**config.mk**
```make
export PLATFORM = sky130hd
export DESIGN_NAME = frame_hdr_decoder
export DESIGN_NICKNAME = d
export VERILOG_FILES = /design/src/rtl/fhd_pkg.sv /design/src/rtl/fhd_pal_loader.sv /design/src/rtl/fhd_hdr_decode.sv /design/src/rtl/fhd_fit_check.sv /design/src/rtl/frame_hdr_decoder.sv
export SDC_FILE = /design/constraint.sdc
export NUM_CORES = 2
export LEC_CHECK = 0
export BUFFER_PORTS_ARGS = -buffer_cell sky130_fd_sc_hd__clkbuf_2
export CAP_MARGIN = 20
export CORE_MARGIN = 1
export CORE_UTILIZATION = 45
export CTS_CLUSTER_DIAMETER = 150
export DETAILED_ROUTE_END_ITERATION = 7
export GPL_TIMING_DRIVEN = 0
export HOLD_SLACK_MARGIN = 0.15
export PLACE_DENSITY = 0.7
export SLEW_MARGIN = 20
export SYNTH_ARGS = -nofsm -noshare
export SYNTH_HDL_FRONTEND = slang
export SYNTH_HIERARCHICAL = 1
export SYNTH_SLANG_ARGS = --single-unit
```
**constraint.sdc**
```tcl
create_clock -name clk -period 25.2 [get_ports clk]
set_input_delay 5.04 -clock clk [delete_from_list [all_inputs] [get_ports clk]]
set_output_delay 5.04 -clock clk [all_outputs]
set_load 0.005 [all_outputs]
```
**src/rtl/fhd_pkg.sv**
```systemverilog
// Package: shared types and constants of the frame header decoder.
// Assumes: the depth code sits at bits 14:12 of palette entry 0.
package fhd_pkg;

    typedef enum logic [2:0] {
        FMT_P2  = 3'd0,
        FMT_P4  = 3'd1,
        FMT_P8  = 3'd2,
        FMT_C12 = 3'd3,
        FMT_C16 = 3'd4
    } pix_fmt_e;

    typedef enum logic [1:0] {
        ST_IDLE = 2'd0,
        ST_LOAD = 2'd1,
        ST_EVAL = 2'd2
    } seq_state_e;

    localparam logic [1:0] MODE_NOFETCH = 2'd1;
    localparam logic [1:0] MODE_NOPAL   = 2'd2;
    localparam int         HDR_LSB      = 12;

endpackage

```
**src/rtl/fhd_pal_loader.sv**
```systemverilog
// Module: fhd_pal_loader
// Reads PAL_N words from the buffer start into local storage.
// Captures the depth code from word 0 and pulses done after the last word.
// Assumes: one request outstanding; mem_ack accepts the request and carries its data.
module fhd_pal_loader
    import fhd_pkg::*;
#(
    parameter int AW     = 32,
    parameter int PAL_DW = 16,
    parameter int PAL_N  = 256,
    localparam int IDX_W = $clog2(PAL_N)
) (
    input  logic              clk,
    input  logic              rst_n,
    input  logic              start,
    input  logic [AW-1:0]     base,
    input  logic              mem_ack,
    input  logic [PAL_DW-1:0] mem_rdata,
    input  logic [IDX_W-1:0]  rd_idx,
    output logic              mem_req,
    output logic [AW-1:0]     mem_addr,
    output logic [2:0]        hdr_code,
    output logic              done,
    output logic [PAL_DW-1:0] rd_data
);

    localparam logic [IDX_W-1:0] LAST = IDX_W'(PAL_N - 1);

    logic              busy;
    logic [IDX_W-1:0]  idx;
    logic [AW-1:0]     base_q;
    logic [PAL_DW-1:0] pal_mem [PAL_N];

    // Word address of the current entry.
    assign mem_addr = base_q + (AW'(idx) << 1);
    assign mem_req  = busy;
    assign rd_data  = pal_mem[rd_idx];

    // Sequence the reads and pulse done after the last one.
    always_ff @(posedge clk) begin
        if (!rst_n) begin
            busy     <= 1'b0;
            idx      <= '0;
            base_q   <= '0;
            hdr_code <= 3'd0;
            done     <= 1'b0;
        end else begin
            done <= 1'b0;
            if (!busy && start) begin
                busy   <= 1'b1;
                idx    <= '0;
                base_q <= base;
            end else if (busy && mem_ack) begin
                if (idx == '0) begin
                    hdr_code <= mem_rdata[HDR_LSB+2:HDR_LSB];
                end
                if (idx == LAST) begin
                    busy <= 1'b0;
                    done <= 1'b1;
                end else begin
                    idx <= idx + 1'b1;
                end
            end
        end
    end

    // Store each returned word in the palette.
    always_ff @(posedge clk) begin
        if (busy && mem_ack) begin
            pal_mem[idx] <= mem_rdata;
        end
    end

    p_req_hold_r3: assert property (@(posedge clk) disable iff (!rst_n)
        (mem_req && !mem_ack) |=> (mem_req && $stable(mem_addr)));

    p_done_after_ack_r3: assert property (@(posedge clk) disable iff (!rst_n)
        done |-> $past(mem_ack));

endmodule

```
**src/rtl/fhd_hdr_decode.sv**
```systemverilog
// Module: fhd_hdr_decode
// Maps the depth code to bits-per-pixel (as a log2), the format select and the data offset.
// Assumes: code 0 is unsupported; no_pal forces a zero offset.
module fhd_hdr_decode
    import fhd_pkg::*;
(
    input  logic [2:0] code,
    input  logic       tft,
    input  logic       no_pal,
    output logic       supported,
    output logic [2:0] bpp_log,
    output pix_fmt_e   fmt,
    output logic [9:0] offset
);

    // Depth and format from the code.
    always_comb begin
        supported = 1'b1;
        bpp_log   = 3'd4;
        fmt       = tft ? FMT_C16 : FMT_C12;
        case (code)
            3'd0: begin supported = 1'b0; bpp_log = 3'd0; fmt = FMT_P2; end
            3'd1: begin bpp_log = 3'd1; fmt = FMT_P2; end
            3'd2: begin bpp_log = 3'd2; fmt = FMT_P4; end
            3'd3: begin bpp_log = 3'd3; fmt = FMT_P8; end
            default: ;
        endcase
    end

    // Pixel data offset past the palette area.
    always_comb begin
        if (no_pal)            offset = 10'h000;
        else if (code >= 3'd3) offset = 10'h200;
        else                   offset = 10'h020;
    end

endmodule

```
**src/rtl/fhd_fit_check.sv**
```systemverilog
// Module: fhd_fit_check
// Checks the frame size against the buffer, and derives the stride and line range.
// Assumes: bpp is a power of two from 2 to 16, so every scaling is a shift.
module fhd_fit_check #(
    parameter int AW    = 32,
    parameter int DIM_W = 10,
    localparam int AREA_W = 2 * (DIM_W + 1),
    localparam int CMP_W  = ((AW > AREA_W + 2) ? AW : AREA_W + 2) + 1,
    localparam int STR_W  = DIM_W + 2
) (
    input  logic [DIM_W-1:0] w_m1,
    input  logic [DIM_W-1:0] h_m1,
    input  logic [2:0]       bpp_log,
    input  logic [9:0]       offset,
    input  logic [AW-1:0]    buf_size,
    input  logic             sub_on,
    input  logic             sub_first_mode,
    input  logic [DIM_W-1:0] sub_value,
    output logic             fits,
    output logic [STR_W-1:0] stride,
    output logic [DIM_W-1:0] first_line,
    output logic [DIM_W:0]   line_count
);

    logic [DIM_W:0]    width;
    logic [DIM_W:0]    height;
    logic [AREA_W-1:0] area;
    logic [CMP_W-1:0]  area_x;
    logic [CMP_W-1:0]  pix_bytes;
    logic [CMP_W-1:0]  need;
    logic [CMP_W-1:0]  limit;

    assign width  = {1'b0, w_m1} + 1'b1;
    assign height = {1'b0, h_m1} + 1'b1;
    assign area   = AREA_W'(width) * AREA_W'(height);
    assign area_x = CMP_W'(area);

    // Bytes of pixel data: area*bpp/8 by shifting.
    always_comb begin
        case (bpp_log)
            3'd1:    pix_bytes = area_x >> 2;
            3'd2:    pix_bytes = area_x >> 1;
            3'd3:    pix_bytes = area_x;
            3'd4:    pix_bytes = area_x << 1;
            default: pix_bytes = '0;
        endcase
    end

    assign need  = pix_bytes + CMP_W'(offset);
    assign limit = CMP_W'(buf_size) + CMP_W'(2);
    assign fits  = (need <= limit);

    // Line stride: width*bpp/8 by shifting.
    always_comb begin
        case (bpp_log)
            3'd1:    stride = STR_W'(width) >> 2;
            3'd2:    stride = STR_W'(width) >> 1;
            3'd3:    stride = STR_W'(width);
            3'd4:    stride = STR_W'(width) << 1;
            default: stride = '0;
        endcase
    end

    // Sub-panel picks the first line or the line count.
    always_comb begin
        first_line = '0;
        line_count = height;
        if (sub_on) begin
            if (sub_first_mode) first_line = sub_value;
            else                line_count = {1'b0, sub_value};
        end
    end

endmodule

```
**src/rtl/frame_hdr_decoder.sv**
```systemverilog
// Module: frame_hdr_decoder (top)
// Per-frame sequencer: decides whether to fetch, loads the palette, evaluates the header,
// and emits one result pulse with the registered frame parameters.
// Assumes: configuration inputs are stable from frame_start until the result pulse.
module frame_hdr_decoder
    import fhd_pkg::*;
#(
    parameter int AW     = 32,
    parameter int DIM_W  = 10,
    parameter int PAL_DW = 16,
    parameter int PAL_N  = 256,
    localparam int IDX_W = $clog2(PAL_N)
) (
    input  logic              clk,
    input  logic              rst_n,
    input  logic              frame_start,
    input  logic              ctl_enable,
    input  logic [1:0]        pal_mode,
    input  logic              tft_sel,
    input  logic [DIM_W-1:0]  pix_w_m1,
    input  logic [DIM_W-1:0]  lines_m1,
    input  logic              sub_on,
    input  logic              sub_first_mode,
    input  logic [DIM_W-1:0]  sub_value,
    input  logic [AW-1:0]     buf_base,
    input  logic [AW-1:0]     buf_size,
    output logic              mem_req,
    output logic [AW-1:0]     mem_addr,
    input  logic              mem_ack,
    input  logic [PAL_DW-1:0] mem_rdata,
    input  logic [IDX_W-1:0]  pal_idx,
    output logic [PAL_DW-1:0] pal_entry,
    output logic              palette_done,
    output logic              frame_go,
    output logic              frame_skip,
    output logic              sync_err,
    output logic [4:0]        bpp_out,
    output logic [2:0]        fmt_out,
    output logic [AW-1:0]     data_addr,
    output logic [DIM_W+1:0]  line_stride,
    output logic [DIM_W-1:0]  first_line,
    output logic [DIM_W:0]    line_count
);

    seq_state_e       state;
    logic             no_pal_q;
    logic             accept;
    logic             ld_start;
    logic             ld_done;
    logic [2:0]       hdr_code;
    logic             supported;
    logic [2:0]       bpp_log;
    pix_fmt_e         fmt;
    logic [9:0]       offset;
    logic             fits;
    logic [DIM_W+1:0] stride_c;
    logic [DIM_W-1:0] first_c;
    logic [DIM_W:0]   count_c;

    assign accept   = (state == ST_IDLE) && frame_start && ctl_enable;
    assign ld_start = accept && (pal_mode != MODE_NOFETCH) && (pal_mode != MODE_NOPAL);
    assign palette_done = ld_done;

    fhd_pal_loader #(
        .AW(AW), .PAL_DW(PAL_DW), .PAL_N(PAL_N)
    ) u_loader (
        .clk      (clk),
        .rst_n    (rst_n),
        .start    (ld_start),
        .base     (buf_base),
        .mem_ack  (mem_ack),
        .mem_rdata(mem_rdata),
        .rd_idx   (pal_idx),
        .mem_req  (mem_req),
        .mem_addr (mem_addr),
        .hdr_code (hdr_code),
        .done     (ld_done),
        .rd_data  (pal_entry)
    );

    fhd_hdr_decode u_decode (
        .code     (hdr_code),
        .tft      (tft_sel),
        .no_pal   (no_pal_q),
        .supported(supported),
        .bpp_log  (bpp_log),
        .fmt      (fmt),
        .offset   (offset)
    );

    fhd_fit_check #(
        .AW(AW), .DIM_W(DIM_W)
    ) u_fit (
        .w_m1          (pix_w_m1),
        .h_m1          (lines_m1),
        .bpp_log       (bpp_log),
        .offset        (offset),
        .buf_size      (buf_size),
        .sub_on        (sub_on),
        .sub_first_mode(sub_first_mode),
        .sub_value     (sub_value),
        .fits          (fits),
        .stride        (stride_c),
        .first_line    (first_c),
        .line_count    (count_c)
    );

    // Frame sequencer and registered results.
    always_ff @(posedge clk) begin
        if (!rst_n) begin
            state       <= ST_IDLE;
            no_pal_q    <= 1'b0;
            frame_go    <= 1'b0;
            frame_skip  <= 1'b0;
            sync_err    <= 1'b0;
            bpp_out     <= '0;
            fmt_out     <= '0;
            data_addr   <= '0;
            line_stride <= '0;
            first_line  <= '0;
            line_count  <= '0;
        end else begin
            frame_go   <= 1'b0;
            frame_skip <= 1'b0;
            sync_err   <= 1'b0;
            case (state)
                ST_IDLE: begin
                    if (accept) begin
                        if (pal_mode == MODE_NOFETCH) begin
                            frame_skip <= 1'b1;
                        end else if (pal_mode == MODE_NOPAL) begin
                            no_pal_q <= 1'b1;
                            state    <= ST_EVAL;
                        end else begin
                            no_pal_q <= 1'b0;
                            state    <= ST_LOAD;
                        end
                    end
                end
                ST_LOAD: begin
                    if (ld_done) state <= ST_EVAL;
                end
                ST_EVAL: begin
                    state <= ST_IDLE;
                    if (!supported) begin
                        frame_skip <= 1'b1;
                    end else if (!fits) begin
                        sync_err <= 1'b1;
                    end else begin
                        frame_go    <= 1'b1;
                        bpp_out     <= 5'd1 << bpp_log;
                        fmt_out     <= fmt;
                        data_addr   <= buf_base + AW'(offset);
                        line_stride <= stride_c;
                        first_line  <= first_c;
                        line_count  <= count_c;
                    end
                end
                default: state <= ST_IDLE;
            endcase
        end
    end

    p_one_result_r13: assert property (@(posedge clk) disable iff (!rst_n)
        $onehot0({frame_go, frame_skip, sync_err}));

    p_no_fetch_r7: assert property (@(posedge clk) disable iff (!rst_n)
        (accept && pal_mode == MODE_NOFETCH) |=> !mem_req);

    p_no_fetch_r8: assert property (@(posedge clk) disable iff (!rst_n)
        (accept && pal_mode == MODE_NOPAL) |=> !mem_req);

    p_err_unfit_r10: assert property (@(posedge clk) disable iff (!rst_n)
        sync_err |-> !$past(fits));

    p_go_fits_r10: assert property (@(posedge clk) disable iff (!rst_n)
        frame_go |-> ($past(fits) && $past(supported)));

    p_params_hold_r13: assert property (@(posedge clk) disable iff (!rst_n)
        !frame_go |-> ($stable(data_addr) && $stable(line_count)));

endmodule

```
### Yosys cells after proc, flatten, opt, wreduce, memory -nomap -nowiden

Memory sizes are Yosys's and may differ from the RTL's.
Cells that the tools add are included.

| cells by class | value |
|---|---|
| equality and inequality tests | 17 |
| $lt $le $gt $ge | 2 |
| mux-type cells | 29 |
| bitwise operators | 7 |
| add/sub/neg operators | 7 |
| shift-type cells | 1 |
| multipliers | 1 |
| reduce and logical (&&, ||, !) cells | 21 |

Operator list:

| cell | count |
|---|---|
| $pmux W23 S4 | 1 |
| $pmux W12 S4 | 1 |
| $mux W10 | 4 |
| $add A32 B2 Y33 const B | 1 |
| $le A33 B33 Y1 | 1 |
| $add A32 B10 Y32 | 1 |
| $add A32 B9 Y32 | 1 |
| $add A23 B10 Y24 | 1 |
| $add A10 B1 Y11 const B | 2 |
| $mul A11 B11 Y22 | 1 |
| $mux W11 | 2 |
| $eq A3 B2 Y1 const B | 4 |
| $mux W1 | 12 |
| $pmux W3 S4 | 1 |
| $reduce_and A3 Y1 | 4 |
| $pmux W3 S3 | 1 |
| $add A8 B1 Y8 const B | 1 |
| $eq A8 B8 Y1 const B | 1 |
| $logic_not A8 Y1 | 1 |
| $mux W2 | 4 |
| $not A1 Y1 | 7 |
| $eq A3 B1 Y1 const B | 2 |
| $logic_and A1 B1 Y1 | 6 |
| $ne A2 B2 Y1 const B | 3 |
| 16 further kinds | 22 |

| word-level totals | value |
|---|---|
| memories | 1 |
| word-level logic and storage cells | 102 |
| input bits | 128 |
| bits in registers | 124 |
| output and inout bits | 126 |
| RAM bits | 4096 |

Memories:

| name | words | bits a word | rd ports | clocked after memory_dff | wr ports | RTL line | text |
|---|---|---|---|---|---|---|---|
| u_loader.pal_mem | 256 | 16 | 1 | 0 | 1 | fhd_pal_loader.sv:32 | `logic [PAL_DW-1:0] pal_mem [PAL_N];` |

### Depth between registers and ports, before layout

| depth | value |
|---|---|
| depth in word-level cells | 8 |
| gate-level depth with buffers | 44 |
| gate-level depth less buffers | 41 |

### Cells and area by module

Netlist, hierarchy kept.

By module, submodules not included:

| module | area each (um^2) | cells each | seq. area each (um^2) | times used |
|---|---|---|---|---|
| fhd_pal_loader | 158433.2 | 7430 | 123898.8 | 1 |
| fhd_fit_check | 7673.6 | 1010 | 0.0 | 1 |
| frame_hdr_decoder | 3634.7 | 447 | 1581.5 | 1 |
| fhd_hdr_decode | 131.4 | 22 | 0.0 | 1 |

### Least setup slack after synthesis

OpenSTA, ideal clock, no wires.

| path | value |
|---|---|
| kind | input to register |
| start point | input lines_m1[0] |
| end point | register data_addr[13] |
| arrival time | 14.210 ns |
| slack | 10.853 ns |
| setup time | 0.137 ns |
| stages on the path | 39 |
| buffers on the path | 4 |
| cell sequence | ha_1 -> nand3_1 -> nor2_1 -> nand3_1 -> clkbuf_1 -> or2_2 -> fa_1 -> fa_1 -> inv_1 -> fa_1 -> fa_1 -> inv_1 -> fa_1 -> inv_1 -> ha_1 -> buf_6 -> or4_1 -> o211a_1 -> [... 3 more ...] -> nand2_1 -> a211oi_1 -> o211a_1 -> nor3b_2 -> nand3b_1 -> xor2_1 -> ha_1 -> a21oi_1 -> nor2b_1 -> o21ai_0 -> nand2b_1 -> a2111oi_0 -> o21ai_0 -> nand4_1 -> nor3b_1 -> clkbuf_1 -> buf_1 -> a211oi_1 |

| on the way | value |
|---|---|
| longest elaborated chain between the ends | 6 |

RTL lines:

| element | RTL line | text |
|---|---|---|
| start: declaration | frame_hdr_decoder.sv:21 | `input logic [DIM_W-1:0] lines_m1,` |
| $add A10 B1 Y11 | fhd_fit_check.sv:34 | `assign height = {1'b0, h_m1} + 1'b1;` |
| $mul A11 B11 Y22 | fhd_fit_check.sv:35 | `assign area = AREA_W'(width) * AREA_W'(height);` |
| $pmux W23 S4 | fhd_fit_check.sv:40 | `case (bpp_log)` |
| $add A23 B10 Y24 | fhd_fit_check.sv:49 | `assign need = pix_bytes + CMP_W'(offset);` |
| $le A33 B33 Y1 | fhd_fit_check.sv:51 | `assign fits = (need <= limit);` |
| named net fits | frame_hdr_decoder.sv:55 | `logic fits;` |
| $reduce_and A3 Y1 (no source line) | -- |  |
| end signal: assignment | frame_hdr_decoder.sv:153 | `data_addr <= buf_base + AW'(offset);` |
| end: declaration | frame_hdr_decoder.sv:39 | `output logic [AW-1:0] data_addr,` |

The timed path passes the listed nets, and every way through them passes these cells.
A chain may end at the register's enable or synchronous reset.

### Final worst setup path

| path | value |
|---|---|
| start point | input lines_m1[0] |
| end point | register data_addr[16] |

Same word-level chain as after synthesis.

==> qor.csv <==
metric,value,unit
status,"finished, final reports clean",
clock sink count,4220,
Final Hold Fails,0,
Die Span Y,616,um
Final setup viols,0,
crit path capture type,register,
f_max,62.2,MHz
Initial Util,45.2,%
# nets final,10100,
port bufs,247,
initial antenna violation count,31,
FF-to-FF End,data_addr[16]$_SDFFE_PN0P_,
asr flop ratio synth,0,%
Synth Flop Type,edfxtp_1,
Syn Inst Count,8909,
Worst-path clk slew,0.06,ns
Worst slew margin,10.3,%
register area share after synthesis,73.9,%
Iter 0 DRT Violations,15400,
CTS resizes,0,
"Slew Viols, Final",0,
syn_area_per_cell,19.1,um2
Post-Synthesis Cell Area,0.170,mm2
htree depth,5,
Sw Ratio,24.6,%
WL per Instance,36.7,um
post-detail-place hpwl,379,mm
PwrDens,78.9,mW/mm2
max_cap viols,0,
"EDFF count, synth",4096,
Avg Vias per Cell,6.48,
Worst-Margin Slew,1.34,ns
Setup Buffers After CTS,0,
Hold WC Path Type,reg -> reg,
first-pass GRT wire length,756,mm
start point of the worst min-delay path,first_line[9]$_SDFFE_PN0P_,
P_int,11.7,mW
vias in the first global route,94500,
Ys Warns,6,
minimum clock period,16.07,ns
reg2reg setup slack,16.61,ns
GRT Resource Usage Total,28.7,%
Via Count,98000,
CP max-delay cell,nor3b_1,
Routed WL,556,mm
TritonCTS clock tree,yes,
clk_lat worst skew,1.04,ns
Worst Reg2Reg Path Length in Cells,27,
RSZ-0062 raised after global routing,no,
clk buf depth,4,
Comb pwr share,10.8,%
Most common cell on crit path,fa_1,
CP Launch Point,lines_m1[0],
Layout area overhead,15.4,%
CTS Buf Count,415,
Sum Neg Setup Slack,0,ns
Unique masters post-synth,102,
Worst EP required,25.99,ns
VDD IR max,0.0000726,V
Final Non-Filler Cells,15100,
largest net degree at the start of global routing,121,
Leak,63.2,nW
cell chosen for the clock root,clkbuf_16,
drt first pass iters,8,
Synth Register Bits,4220,
Hold Buf Count CTS,0,
crit start category,primary input,
hold depth,2,
Crit Reg-Reg Startpoint,u_loader/hdr_code[0]$_SDFFE_PN0P_,
Die Area,0.380,mm2
IO Pins,254,
Hold Path Sink,first_line[9]$_SDFFE_PN0P_,
Placed Cells,14300,
Setup Crit Path Kind,in -> reg,
post-route DRC violation count,0,
grt total ovfl,0,
Post-DRT Antenna Nets,0,
sequential power share,49.8,%
CP Max Fanout,10,
share of cells above drive strength 1,24.2,%
CP arrival,16.86,ns
worst clock skew,0.113,ns
routability cong.,0.979,
Site Rows,225,
clock power share,39.4,%
crit-path max cell delay,0.75,ns
Core Area,0.376,mm2
Die X,616,um
sw power,3.80,mW
period utilization,63.8,%
-- critical path: cells and delay by family --
kind            cells  cell delay [ns]
buf+inv             7             1.74
compound gates     11             2.67
fa+ha+maj           9             3.96
xor+xnor            1             0.17
simple gates       13             3.25
-- sequential cells by signal, indices dropped and copies added, names as in the netlist, 2 cells and up --
register and flops:
u_loader/pal_mem 4096, data_addr 32, u_loader/base_q 32, line_stride 12, line_count 11, first_line 10
u_loader/idx 8, bpp_out 5, fmt_out 3, u_loader/hdr_code 3, state 2
-- per-layer routing --
metal	track usage, %	vias to the layer above	routed length [um]
li1	-	38200	-
met1	36.8	50900	192000
met5	0	-	34
met3	7.62	1392	70900
met2	43.8	7522	251000
met4	17.7	4	41300
-- metrics by stage --
stage	hold WS [ns]	worst slack, ns	instance area [um2]	total power [mW]	utilization (%)
after floorplan	0.444	10.85	170000	8.84	-
final	0.459	9.13	196000	15.5	52.2
after global placement	0.448	8.41	177000	9.48	47.2
after global routing	0.486	8.38	196000	15.9	52.2
after detailed placement	0.448	8.42	183000	9.48	48.6
after CTS	0.456	9.33	196000	15.5	52.1
-- cells in the final DEF (no fill, tap or decap), drive strengths merged, types with 66 or more instances in the layout --
cell,netlist,routed
a21oi,231,231
a221oi,95,95
a22o,152,152
a22oi,111,111
buf,283,471
clkbuf,243,993
clkinv,0,191
dfxtp,124,124
edfxtp,4096,4096
fa,83,83
ha,119,119
inv,144,158
mux2i,509,509
mux4,783,783
nand2,308,308
nand3,74,74
nor2,425,425
nor3,138,138
nor4,69,69
o22ai,309,309
xnor2,77,77
xor2,66,66
-- power groups by stage --
| stage | clock network, mW | logic [mW] | registers [mW] |
|---|---|---|---|
| after CTS | 6.13 | 1.64 | 7.70 |
| after floorplan | 0 | 1.00 | 7.85 |
| final | 6.10 | 1.67 | 7.70 |
| after detailed placement | 0 | 1.63 | 7.84 |
| after global placement | 0 | 1.59 | 7.89 |
| after global routing | 6.39 | 1.78 | 7.69 |
-- synthesized netlist by cell type (all sizes together), types with 29 or more instances --
cell	instances	area [um2]
buf	283	1810
xor2	66	578
a22o	152	1330
dfxtp	124	2480
clkbuf	243	966
a221oi	95	851
inv	144	541
nand3	74	370
and3	30	189
nand4	59	427
nor2b	33	206
edfxtp	4096	123000
fa	83	1660
nor3	138	696
o22ai	309	1930
xnor2	77	682
nor2	425	1600
o211ai	29	223
o21ai	57	297
a21oi	231	1200
mux2i	509	5090
nor4	69	447
nand2	308	1160
ha	119	1490
a22oi	111	833
mux4	783	17600
a21boi	41	308
-- worst max path at each step --
stage / to / cells past startpoint
4_1_cts: data_addr[16]$_SDFFE_PN0P_ / 41
5_1_grt: data_addr[16]$_SDFFE_PN0P_ / 41
3_5_place_dp: data_addr[15]$_SDFFE_PN0P_ / 41
6_report: data_addr[16]$_SDFFE_PN0P_ / 41
2_1_floorplan: data_addr[13]$_SDFFE_PN0P_ / 39
3_3_place_gp: data_addr[13]$_SDFFE_PN0P_ / 41
-- layout make-up --
class | instances | area (um2)
Antenna cell | 30 | 75.1
Buffer | 526 | 2820
Clock buffer | 503 | 10800
Clock inverter | 251 | 2410
Fill cell | 29000 | 180000
Inverter | 144 | 541
Multi-Input combinational cell | 4026 | 42700
Sequential cell | 4220 | 125000
Tap cell | 4994 | 6250
Timing Repair Buffer | 435 | 4840
-- logic make-up (layout without fill, tap and decap cells) --
group,Yosys count,after routing,share of synthesized area [%]
AO/OA/AOI/OAI,1141,1141,4.73
XOR/XNOR,143,143,0.742
adder cells (fa/ha/maj),202,202,1.85
buffers and inverters,670,1859,1.95
flip-flops,4220,4220,73.9
multiplexers,1299,1299,13.4
other,1,38,0.00221
AND/OR/NAND/NOR,1233,1233,3.43
(Power assumes the default switching activity.)
